**src/rtl/spi_crc_pkg.sv**
```systemverilog
package spi_crc_pkg;
  localparam int CRC_OUT_W = 16;
  localparam int CRC_S_W   = 7;
  localparam int CRC_L_W   = 16;
  localparam logic [CRC_S_W-1:0] CRC_S_POLY = 7'h09;
  localparam logic [CRC_L_W-1:0] CRC_L_POLY = 16'h1021;

  typedef enum logic {
    CRC_SHORT = 1'b0,
    CRC_LONG  = 1'b1
  } crc_mode_e;

  typedef enum logic {
    SRC_OUT_LINE = 1'b0,
    SRC_IN_LINE  = 1'b1
  } crc_src_e;
endpackage

```
**src/rtl/spi_crc_src_sel.sv**
```systemverilog
module spi_crc_src_sel
  import spi_crc_pkg::*;
(
  input  logic mosi_i,
  input  logic miso_i,
  input  logic src_i,
  output logic bit_o
);
  crc_src_e src;

  always_comb begin
    src   = crc_src_e'(src_i);
    bit_o = (src == SRC_IN_LINE) ? miso_i : mosi_i;
  end
endmodule

```
**src/rtl/spi_crc_lane.sv**
```systemverilog
module spi_crc_lane #(
  parameter int             W    = 7,
  parameter logic [W-1:0]   POLY = '0
) (
  input  logic         clk_i,
  input  logic         rst_ni,
  input  logic         clr_i,
  input  logic         shift_i,
  input  logic         bit_i,
  output logic [W-1:0] crc_o
);
  logic [W-1:0] crc_q, crc_d;
  logic         fb;

  always_comb begin
    fb    = crc_q[W-1] ^ bit_i;
    crc_d = {crc_q[W-2:0], 1'b0} ^ (fb ? POLY : '0);
  end

  always_ff @(posedge clk_i or negedge rst_ni) begin
    if (!rst_ni)       crc_q <= '0;
    else if (clr_i)    crc_q <= '0;  // clear wins over a same-cycle bit
    else if (shift_i)  crc_q <= crc_d;
  end

  assign crc_o = crc_q;

  AST_CLEAR_ZERO: assert property (@(posedge clk_i) disable iff (!rst_ni)
    clr_i |=> crc_q == '0);
  AST_IDLE_HOLD: assert property (@(posedge clk_i) disable iff (!rst_ni)
    (!clr_i && !shift_i) |=> $stable(crc_q));
  AST_ZERO_STAYS: assert property (@(posedge clk_i) disable iff (!rst_ni)
    (!clr_i && shift_i && crc_q == '0 && !bit_i) |=> crc_q == '0);
endmodule

```
**src/rtl/spi_crc_unit.sv**
```systemverilog
module spi_crc_unit
  import spi_crc_pkg::*;
(
  input  logic                 clk_i,
  input  logic                 rst_ni,
  input  logic                 bit_valid_i,
  input  logic                 mosi_i,
  input  logic                 miso_i,
  input  logic                 mode_i,
  input  logic                 src_i,
  input  logic                 clr_i,
  output logic [CRC_OUT_W-1:0] crc_o
);
  logic               sel_bit;
  logic [CRC_S_W-1:0] crc_s;
  logic [CRC_L_W-1:0] crc_l;
  crc_mode_e          mode;

  spi_crc_src_sel u_src (
    .mosi_i (mosi_i),
    .miso_i (miso_i),
    .src_i  (src_i),
    .bit_o  (sel_bit)
  );

  // both widths always run so a mode switch loses nothing
  spi_crc_lane #(.W(CRC_S_W), .POLY(CRC_S_POLY)) u_lane_s (
    .clk_i   (clk_i),
    .rst_ni  (rst_ni),
    .clr_i   (clr_i),
    .shift_i (bit_valid_i),
    .bit_i   (sel_bit),
    .crc_o   (crc_s)
  );

  spi_crc_lane #(.W(CRC_L_W), .POLY(CRC_L_POLY)) u_lane_l (
    .clk_i   (clk_i),
    .rst_ni  (rst_ni),
    .clr_i   (clr_i),
    .shift_i (bit_valid_i),
    .bit_i   (sel_bit),
    .crc_o   (crc_l)
  );

  always_comb begin
    mode  = crc_mode_e'(mode_i);
    crc_o = (mode == CRC_LONG) ? crc_l
                               : {{(CRC_OUT_W-CRC_S_W){1'b0}}, crc_s};
  end

  AST_CLR_OUT: assert property (@(posedge clk_i) disable iff (!rst_ni)
    clr_i |=> crc_o == '0);
  AST_MODE_NO_CLEAR: assert property (@(posedge clk_i) disable iff (!rst_ni)
    (!clr_i && !bit_valid_i) |=> (crc_l == $past(crc_l) && crc_s == $past(crc_s)));
  AST_SHORT_PAD: assert property (@(posedge clk_i) disable iff (!rst_ni)
    (mode_i == 1'b0) |-> crc_o[CRC_OUT_W-1:CRC_S_W] == '0);
endmodule

```
**config.mk**
```make
export PLATFORM = sky130hd
export DESIGN_NAME = spi_crc_unit
export DESIGN_NICKNAME = d
export VERILOG_FILES = /design/src/rtl/spi_crc_pkg.sv /design/src/rtl/spi_crc_src_sel.sv /design/src/rtl/spi_crc_lane.sv /design/src/rtl/spi_crc_unit.sv
export SDC_FILE = /design/constraint.sdc
export NUM_CORES = 1
export LEC_CHECK = 0
export BUFFER_PORTS_ARGS = -buffer_cell sky130_fd_sc_hd__buf_4
export CORE_ASPECT_RATIO = 0.7
export CORE_MARGIN = 4
export CORE_UTILIZATION = 42
export CTS_BUF_LIST = sky130_fd_sc_hd__clkbuf_4 sky130_fd_sc_hd__clkbuf_8 sky130_fd_sc_hd__clkbuf_16
export DETAILED_ROUTE_END_ITERATION = 10
export PLACE_DENSITY = 0.64
export SLEW_MARGIN = 0
export SYNTH_ARGS = -nofsm -noshare
export SYNTH_HDL_FRONTEND = slang
export SYNTH_SLANG_ARGS = --single-unit
```
**constraint.sdc**
```tcl
create_clock -name clk_i -period 1.5 [get_ports clk_i]
set_input_delay 0.15 -clock clk_i [delete_from_list [all_inputs] [get_ports clk_i]]
set_output_delay 0.15 -clock clk_i [all_outputs]
set_load 0.05 [all_outputs]
```
# Word level (Yosys, flattened, before mapping)
# Index checks and enable logic that the tools add are counted.
totals:
  regBits: 23
  in_bits: 8
  output_inout_bits: 16
  word_cells: 15
classes:
  n_mux: 8
  n_bitwise: 4
  n_reduce_logical: 1
ops:
  columns: ["operator", "n"]
  rows:
  - ["2-to-1 mux 16 bit", 3]
  - ["bitwise XOR 16 bit", 1]
  - ["2-to-1 mux 7 bit", 2]
  - ["2-to-1 mux 13 bit", 1]
  - ["bitwise XOR 7 bit", 1]
  - ["2-to-1 mux 4 bit", 1]
  - ["nonzero test 2 bit", 1]
  - ["bitwise XOR 1 bit", 2]
  - ["2-to-1 mux 1 bit", 1]

# Depth between registers and ports, before layout
# Gate-level depths: netlist of the first run.
depth:
  word_depth: 6
  depth_mapped: 4
  depth_no_buf: 3

# Modules after synthesis
# Synthesis of the first run repeated with hierarchy kept, for this count alone.
unflattened:
  cells_unflattened: 105
  hier_area_um2: 1184.9
modules_own_cells:
  columns: ["module", "instances", "cells_each", "area_per_inst_um2", "seq_area_each_um2"]
  rows:
  - ["spi_crc_lane at u_lane_l", 1, 58, 688.2, 400.4]
  - ["spi_crc_lane at u_lane_s", 1, 28, 320.3, 175.2]
  - ["spi_crc_unit", 1, 18, 161.4, 0.0]
  - ["spi_crc_src_sel", 1, 1, 15.0, 0.0]

# Worst setup path before layout of the first run
# OpenSTA, ideal clock, no wires.
synth_timing:
  path_type: "input -> output"
  startpoint: "input port mode_i"
  endpoint: "output port crc_o[6]"
  t_arrival_ns: 1.061
  required_ns: 1.350
  path_slack_ns: 0.289
  stages: 3
  path_buffers: 2
  cell_sequence: "buf_2 -> clkbuf_1 -> mux2_1"
synth_via:
  elab_chain_len: 1
synth_lines:
  columns: ["element", "line_no", "text"]
  rows:
  - ["start, declared", "spi_crc_unit.sv:9", "input logic mode_i,"]
  - ["2-to-1 mux 16 bit", "spi_crc_unit.sv:47", "crc_o = (mode == CRC_LONG) ? crc_l"]
  - ["end, declared", "spi_crc_unit.sv:12", "output logic [CRC_OUT_W-1:0] crc_o"]
# Every way passes these cells.

# Worst setup path in the final report of the first run
layout_timing:
  startpoint: "register u_lane_s.crc_q[6], in the netlist u_lane_s.crc_o[6]"
  endpoint: "output port crc_o[6]"
layout_via:
  elab_chain_len: 1
layout_lines:
  columns: ["element", "line_no", "text"]
  rows:
  - ["start, declared", "spi_crc_lane.sv:12", "logic [W-1:0] crc_q, crc_d;"]
  - ["start signal, assigned", "spi_crc_lane.sv:23", "else if (shift_i) crc_q <= crc_d;"]
  - ["2-to-1 mux 16 bit", "spi_crc_unit.sv:47", null]
# Every way passes these cells.

==> results of run 1 <==
critical path, cell delays in order, from the launching register on:
cell,delay [ns]
dfrtp_1,0.43
mux2_1,0.31
buf_4,0.19
area by class of cell:
type                            count  area (um2)  area share
Clock inverter                      1        5.00     0.00351
Inverter                            1        5.00     0.00351
Tap cell                           34        42.5      0.0299
Sequential cell                    23         576       0.404
Clock buffer                        3        41.3      0.0290
Multi-Input combinational cell     69         572       0.402
Timing Repair Buffer               24         183       0.128
per-layer routing:
metal,routed length [um],vias to the layer above,global-route usage
met5,0,-,0
met4,7,0,0.0188
met3,105,2,0.0460
met2,1040,14,0.213
met1,1140,372,0.182
li1,-,380,-
layout by cell type (no fill, tap or decap):
master / count
clkinv_2: 2
xor2_1: 1
nor2_1: 21
and2_1: 9
clkbuf_8: 3
dlygate4sd3_1: 1
xor3_1: 1
mux2i_1: 18
dfrtp_1: 23
nand2b_1: 3
mux2_2: 6
xnor3_1: 2
a211oi_2: 3
xnor2_1: 1
o22ai_1: 2
mux2_1: 1
buf_4: 23
mux2i_4: 1
cell families after synthesis:
kind of cell,after synthesis,share of synthesized area
xor gates and xnor gates,5,0.0728
and+or+nand+nor,33,0.130
muxes,26,0.237
AOI/OAI and AO/OA,5,0.0422
buffers and inverters,8,0.0327
DFF,23,0.485
sequential cells by signal, summed over array words and instances (netlist names):
register        flops
u_lane_l.crc_o     16
u_lane_s.crc_o      7
stage by stage:
stage	cell area [um2]	instances	setup WS [ns]	util	hold WS, ns
2_1_floorplan	1190	100	0.289	-	-0.146
3_3_place_gp	1370	150	0.369	0.532	0.0653
3_5_place_dp	1370	150	0.310	0.532	0.0642
4_1_cts	1420	155	0.142	0.554	0.224
5_1_grt	1420	155	0.108	0.554	0.242
6_report	1420	155	0.155	0.554	0.229
Yosys cell counts:
cell type and n:
and2_1 9, dfrtp_1 23, xnor3_1 2, clkinv_2 1
buf_4 1, buf_2 3, mux2i_1 18, xor2_1 1
o22ai_1 2, mux2i_4 1, nand2b_1 3, clkbuf_1 3
xor3_1 1, mux2_2 6, xnor2_1 1, nor2_1 21
a211oi_2 3, mux2_1 1
power by group:
group / switching (mW) / internal, mW / leakage [nW] / total [mW]
combinational: 0.118 / 0.0773 / 0.387 / 0.195
sequential: 0.0151 / 0.638 / 0.315 / 0.653
clock: 0.197 / 0.185 / 0.0255 / 0.382
total: 0.330 / 0.900 / 0.728 / 1.23
what timing repair did:
| item | 4_1_cts | 5_1_grt |
|---|---|---|
| hold buffers | 1 | 0 |
| hold endpoints to repair | 23 | 0 |
| resized for setup | 0 | 0 |
worst min path at each step:
stage / slack, ns / to / cells after the start
global route: 0.24 / u_lane_l.crc_o[5]$_DFFE_PN0P_ / 2
CTS: 0.22 / u_lane_l.crc_o[12]$_DFFE_PN0P_ / 2
floorplan: -0.15 / u_lane_l.crc_o[0]$_DFFE_PN0P_ / 0
finish: 0.23 / u_lane_l.crc_o[12]$_DFFE_PN0P_ / 2
global placement: 0.07 / u_lane_l.crc_o[1]$_DFFE_PN0P_ / 1
detailed placement: 0.06 / u_lane_l.crc_o[0]$_DFFE_PN0P_ / 1
==> results.ini, run 1 <==
[pwr]
p_leak_nw=0.728
power_mw=1.23
ir_worst_vdd_v=0.000538
power.density_nw_per_um2=864

[layout]
drive_gt1_frac=0.314
fillers=234
nets=130
syn2layout_area_growth_pct=20.0
n_antenna_cell=0

[placement]
place_congestion=0.680
port_buffers=23

[clock_network]
insertion_delay_ns=0.26
htreeDepth=1
clk_path_buf_depth=2
cts_setup_buffers=0
cts_buffers=3
cts_tree=built
root_buffer=clkbuf_8
clk_pin_slew_ns=0.08
cts.sinks=23

[global_route]
grt_pass1_vias=780
grt-ovfl-total=0
grt.total_usage=0.135
antenna_found_initial=0
grt_first_pass_wirelength_um=3860
grt_start_max_net_pins=28

[yosys]
synth_top_area_frac=0.485
ys_top_cells_by_area=dfrtp_1, mux2i_1, nor2_1, mux2_2, and2_1
yosysWarningCount=0
ys_seq_area_frac=0.485
syn-num-nets=108
yosysTopAreaCell=dfrtp_1
mappedNetlistArea_um2=1190
synth_area_per_cell_um2=11.9
ys_types=18
syn_inst=100
synth_seq_cells=23

[critical_path]
cp-startpoint=u_lane_s.crc_o[6]$_DFFE_PN0P_
worstSetupPathType=register to output port
r2r-end=u_lane_s.crc_o[3]$_DFFE_PN0P_
rrSetupSlack_ns=0.32
r2r_cells=2
cp.arrival_ns=1.19
required_ns=1.35
cp_max_fo=4
cp-start-kind=register
critPathCaptureType=output port
critPathCapture=crc_o[6]
reg2reg_from=u_lane_s.crc_o[6]$_DFFE_PN0P_

[die]
die_area_um2=3750
core_um2=2570
io_pins=24
num_rows=15
start_util=0.461
die_x_um=71.5
die_y_um=52.5

[detailed_routing]
vias=768
drt_iter0_drc=30
postRouteAntennaNets=0
wl_per_cell_um=14.8
dr.pass1.iters=4
detail_route.wirelength_um=2300
via_per_inst=4.95
drc_errors=0

[sta]
period_minus_slack_ns=1.34
tightestPinTransition_ns=0.403
fin_crit_sh=0.896
final-setup-viol-count=0
hold_viol_final=0
rsz0062_at_grt=no
maxSlewHeadroom=0.731
slew_violations=0
finalSetupTns_ns=0
fmax_ghz=0.744
clock_skew_ns=0.00426

[run_status]
status=complete, no violations

[hold_path]
hold_class=input port to register
min_from=clr_i

[flow_run]
cap_viol_max_count=0

Power figures use the tool's default switching activity.
==> inputs of run 2 (changes only) <==
- BUFFER_PORTS_ARGS: -buffer_cell sky130_fd_sc_hd__buf_4 -> -buffer_cell sky130_fd_sc_hd__buf_2
==> run 2 against run 1 <==
Against the previous run: combinational power down 3%; core utilization shrank 1.1 points; sequential share of layout area up 0.80 points; critical path type unchanged; largest cell class unchanged.
==> results.ini, run 2 (synthesis results as in run 1) <==
[sta]
period_minus_slack_ns=1.35  ; +0.00647 ns
slew_violations=0  ; unchanged
maxSlewHeadroom=0.654  ; -0.0768
rsz0062_at_grt=no
fmax_ghz=0.740  ; -0.48%
clock_skew_ns=0.00484  ; +0.000583 ns
hold_viol_final=0  ; unchanged
fin_crit_sh=0.901  ; +0.00432
final-setup-viol-count=0  ; unchanged
layout_setup_ws_ns=0.149  ; -0.00647 ns
tightestPinTransition_ns=0.519  ; +0.115 ns
finalSetupTns_ns=0  ; unchanged

[layout]
fillers=241  ; +3.0%
syn2layout_area_growth_pct=17.7
seqCellArea_um2=576  ; unchanged
multi_input_area_um2=572  ; unchanged
largest_reg_flops=16  ; unchanged
final_cell_mix=buf_2, dfrtp_1, nor2_1, mux2i_1, and2_1
n_antenna_cell=0  ; unchanged
nets=132  ; +1.5%
drive_gt1_frac=0.325  ; +0.0112

[clock_network]
cts_setup_buffers=0  ; unchanged
cts_tree=built
htreeDepth=1  ; unchanged
hold_buffers=1  ; unchanged
insertion_delay_ns=0.26  ; about the same
cts.sinks=23  ; unchanged
clk_pin_slew_ns=0.08  ; about the same
ctsResizeCount=0  ; unchanged
clk_path_buf_depth=2  ; unchanged
root_buffer=clkbuf_8
cts_buffers=3  ; unchanged

[detailed_routing]
drt_iter0_drc=38  ; +27%
via_per_inst=4.90  ; -1.1%
vias=769  ; +0.13%
postRouteAntennaNets=0  ; unchanged
drc_errors=0  ; unchanged
detail_route.wirelength_um=2180  ; -5.1%
wl_per_cell_um=13.9  ; -6.3%
dr.pass1.iters=4  ; unchanged

[die]
io_pins=24  ; unchanged
core_um2=2570  ; unchanged
die_area_um2=3750  ; unchanged
start_util=0.461  ; unchanged
die_x_um=71.5  ; unchanged
num_rows=15  ; unchanged
die_y_um=52.5  ; unchanged

[critical_path]
cp.arrival_ns=1.20  ; about the same
cp-start-kind=register
required_ns=1.35  ; about the same
worstSetupPathType=register to output port
cp_max_fo=4  ; unchanged
r2r_cells=2  ; unchanged
critPathCaptureType=output port

[pwr]
p_leak_nw=0.737  ; +1.3%
swShare=0.260  ; -0.00812
power_switching_mw=0.322  ; -2.3%
p_int_mw=0.917  ; +1.8%
ir_worst_vdd_v=0.000509  ; -5.4%
pwr-share-comb=0.152  ; -0.007
clockPowerShare=0.320  ; +0.010
power_mw=1.24  ; +0.73%
seq_power_share=0.528  ; -0.003
power.density_nw_per_um2=887  ; +2.7%

[placement]
port_buffers=23  ; unchanged
post-place-ws_ns=0.314  ; +0.00375 ns
place_congestion=0.717  ; +5.5%
dp_hpwl_um=1560

[global_route]
grt_start_max_net_pins=24  ; -14%
grt_pass1_vias=783  ; +0.38%
grt.total_usage=0.133  ; -0.00136
antenna_found_initial=0  ; unchanged
grt-ovfl-total=0  ; unchanged
grt_first_pass_wirelength_um=3760  ; -2.7%

[flow_run]
cap_viol_max_count=0  ; unchanged

[run_status]
status=complete, no violations

[hold_path]
hold_depth=2  ; unchanged
hold_class=input port to register

==> run 2: cell type report <==
class / instances / share of cell area
inverters: 1 / 0.00358
clock buffers: 4 / 0.0349
well taps: 34 / 0.0305
flip-flops and latches: 23 / 0.412
repair buffers: 26 / 0.109
multi-input cells: 69 / 0.409
==> run 2: critical path, cell delays in order (launching register included) <==
cell     delay [ns]
dfrtp_1        0.44
mux2_1         0.30
buf_2          0.21
==> run 2: per-stage QoR <==
| step | std cells | area (um2) | utilization | hold slack, ns |
|---|---|---|---|---|
| 2_1_floorplan | 100 | 1190 | - | -0.146 |
| 3_3_place_gp | 152 | 1340 | 0.520 | 0.161 |
| 3_5_place_dp | 152 | 1340 | 0.520 | 0.153 |
| 4_1_cts | 157 | 1400 | 0.543 | 0.257 |
| 5_1_grt | 157 | 1400 | 0.543 | 0.260 |
| 6_report | 157 | 1400 | 0.543 | 0.267 |
==> run 2: worst paths after layout <==
check	end	slack [ns]	start
min in group asynchronous	u_lane_s.crc_o[1]$_DFFE_PN0P_	0.39	rst_ni
max in group asynchronous	u_lane_l.crc_o[11]$_DFFE_PN0P_	0.76	rst_ni
min	u_lane_l.crc_o[14]$_DFFE_PN0P_	0.27	clr_i
max reg2reg	u_lane_s.crc_o[3]$_DFFE_PN0P_	0.33	u_lane_s.crc_o[6]$_DFFE_PN0P_
max	crc_o[6]	0.15	u_lane_s.crc_o[6]$_DFFE_PN0P_
min reg2reg	u_lane_l.crc_o[14]$_DFFE_PN0P_	0.54	u_lane_l.crc_o[14]$_DFFE_PN0P_
==> run 2: routing by layer <==
metal	vias up	GRT usage	part of all wire
met4	0	0.0375	0.0032
li1	380	-	-
met2	16	0.204	0.46
met3	2	0.0517	0.055
met5	-	0	0
met1	371	0.175	0.49
==> run 2: power by group through the flow <==
stage / clock network [mW] / logic, mW / registers (mW)
2_1_floorplan: 0 / 0.139 / 0.660
3_3_place_gp: 0 / 0.188 / 0.665
3_5_place_dp: 0 / 0.189 / 0.666
4_1_cts: 0.419 / 0.192 / 0.654
5_1_grt: 0.456 / 0.203 / 0.658
6_report: 0.397 / 0.189 / 0.654
==> inputs of run 3 (changes only) <==
- RECOVER_POWER: unset -> 50
- clock period: 1.5 -> 1.6 ns (I/O delays scaled with it)
==> run 3 against run 2 <==
Against the previous run: clock skew decreased by 0.0022 ns; clock-buffer cell count unchanged; die area unchanged; clock power decreased by 6.3%; global-route usage increased by 0.50 points; first-iteration DRC count increased by 18%; critical path type unchanged.
==> results.ini, run 3 (synthesis results as in run 1) <==
[layout]
final_common_cell=dfrtp_1
syn2layout_area_growth_pct=17.7  ; unchanged
final_core_util=0.543  ; unchanged
fin_area_um2=1400  ; unchanged
final_cell_mix=dfrtp_1, buf_2, nor2_1, mux2i_1, and2_1
fin_cells=157  ; unchanged
drive_gt1_frac=0.325  ; unchanged
multi_input_area_um2=572  ; unchanged
fillers=230  ; -4.6%
seqCellArea_um2=576  ; unchanged
nets=132  ; unchanged
largest_reg_flops=16  ; unchanged
n_antenna_cell=0  ; unchanged

[sta]
finalSetupTns_ns=0  ; unchanged
fmax_ghz=0.736
layout_setup_ws_ns=0.242  ; +0.0926 ns
fin_crit_sh=0.849
hold_viol_final=0  ; unchanged
slew_violations=0  ; unchanged
clock_skew_ns=0.00267  ; -0.00217 ns
maxSlewHeadroom=0.620  ; -0.0341
final-setup-viol-count=0  ; unchanged
period_minus_slack_ns=1.36
tightestPinTransition_ns=0.570  ; +0.0511 ns
holdWs_ns=0.193  ; -0.0746 ns
rsz0062_at_grt=no

[detailed_routing]
vias=782  ; +1.7%
postRouteAntennaNets=0  ; unchanged
via_per_inst=4.98  ; +1.7%
wl_per_cell_um=14.0  ; +0.50%
detail_route.wirelength_um=2190  ; +0.50%
drt_iter0_drc=45  ; +18%
drc_errors=0  ; unchanged
dr.pass1.iters=4  ; unchanged

[global_route]
antenna_found_initial=0  ; unchanged
grt_start_max_net_pins=28  ; +17%
grt.total_usage=0.138  ; +0.00499
grt_first_pass_wirelength_um=3840  ; +2.0%
grt-ovfl-total=0  ; unchanged
grt_pass1_vias=777  ; -0.77%

[run_status]
status=complete, no violations

[clock_network]
cts_tree=built
htreeDepth=1  ; unchanged
clk_path_buf_depth=2  ; unchanged
cts_buffers=3  ; unchanged
insertion_delay_ns=0.26  ; about the same
clk_pin_slew_ns=0.08  ; about the same
root_buffer=clkbuf_8
cts.sinks=23  ; unchanged

[critical_path]
critPathCaptureType=output port
r2r_cells=2  ; unchanged
crit_family=flip-flops
worstSetupPathType=register to output port
timing.critical_path.depth=2  ; unchanged
required_ns=1.44  ; +0.09 ns
max_stage_delay_ns=0.44  ; about the same
cp_max_fo=4  ; unchanged
cp.buffers_inverters=1  ; unchanged
cp-start-kind=register
cp.arrival_ns=1.20  ; about the same
cp_slowest_cell=dfrtp_1
cp_cell_sequence=mux2_1 -> buf_2

[die]
io_pins=24  ; unchanged
die_area_um2=3750  ; unchanged
start_util=0.461  ; unchanged
die_x_um=71.5  ; unchanged
core_um2=2570  ; unchanged
die_y_um=52.5  ; unchanged
num_rows=15  ; unchanged

[pwr]
power.density_nw_per_um2=832  ; -6.3%
ir_worst_vdd_v=0.000636  ; +25%
power_mw=1.16  ; -6.3%
p_leak_nw=0.738  ; about the same

[placement]
post_dp_cell_area_um2=1340  ; unchanged
place_congestion=0.743  ; +3.6%
dp_hpwl_um=1510  ; -3.6%
dp_cells=152  ; unchanged
post-place-ws_ns=0.402  ; +0.0879 ns
port_buffers=23  ; unchanged

[hold_path]
hold_depth=2  ; unchanged
hold_class=input port to register

[flow_run]
cap_viol_max_count=0  ; unchanged

run 3: power by group:
part	internal [mW]	switching (mW)	leakage (nW)
Clock	0.195	0.177	0.0262
Combinational	0.0672	0.110	0.396
Sequential	0.598	0.0145	0.315
run 3: cell type report:
| cell class | count | area share |
|---|---|---|
| Clock buffer | 4 | 0.0349 |
| Sequential cell | 23 | 0.412 |
| Timing Repair Buffer | 26 | 0.109 |
| Multi-Input combinational cell | 69 | 0.409 |
| Inverter | 1 | 0.00358 |
| Tap cell | 34 | 0.0305 |
run 3: path summary, 6_finish.rpt:
path / slack, ns / from / end
hold / removal: 0.19 / clr_i / u_lane_l.crc_o[13]$_DFFE_PN0P_
setup reg to reg: 0.43 / u_lane_s.crc_o[6]$_DFFE_PN0P_ / u_lane_s.crc_o[3]$_DFFE_PN0P_
setup / recovery: 0.24 / u_lane_s.crc_o[6]$_DFFE_PN0P_ / crc_o[6]
min in group asynchronous: 0.42 / rst_ni / u_lane_s.crc_o[1]$_DFFE_PN0P_
hold reg to reg: 0.55 / u_lane_l.crc_o[9]$_DFFE_PN0P_ / u_lane_l.crc_o[9]$_DFFE_PN0P_
max in group asynchronous: 0.80 / rst_ni / u_lane_l.crc_o[4]$_DFFE_PN0P_
run 3: repair_timing:
action,4_1_cts,5_1_grt
hold endpoints to repair,23,0
gates resized for setup,0,0
buffers inserted,0,0
hold buffers,1,0
run 3: layer usage:
layer  global-route usage  vias to the layer above  part of all wire
met5                    0                        -                 0
met4               0.0656                        0             0.016
met2                0.218                       15              0.45
met3               0.0364                        4             0.055
li1                     -                      379                 -
met1                0.178                      384              0.48
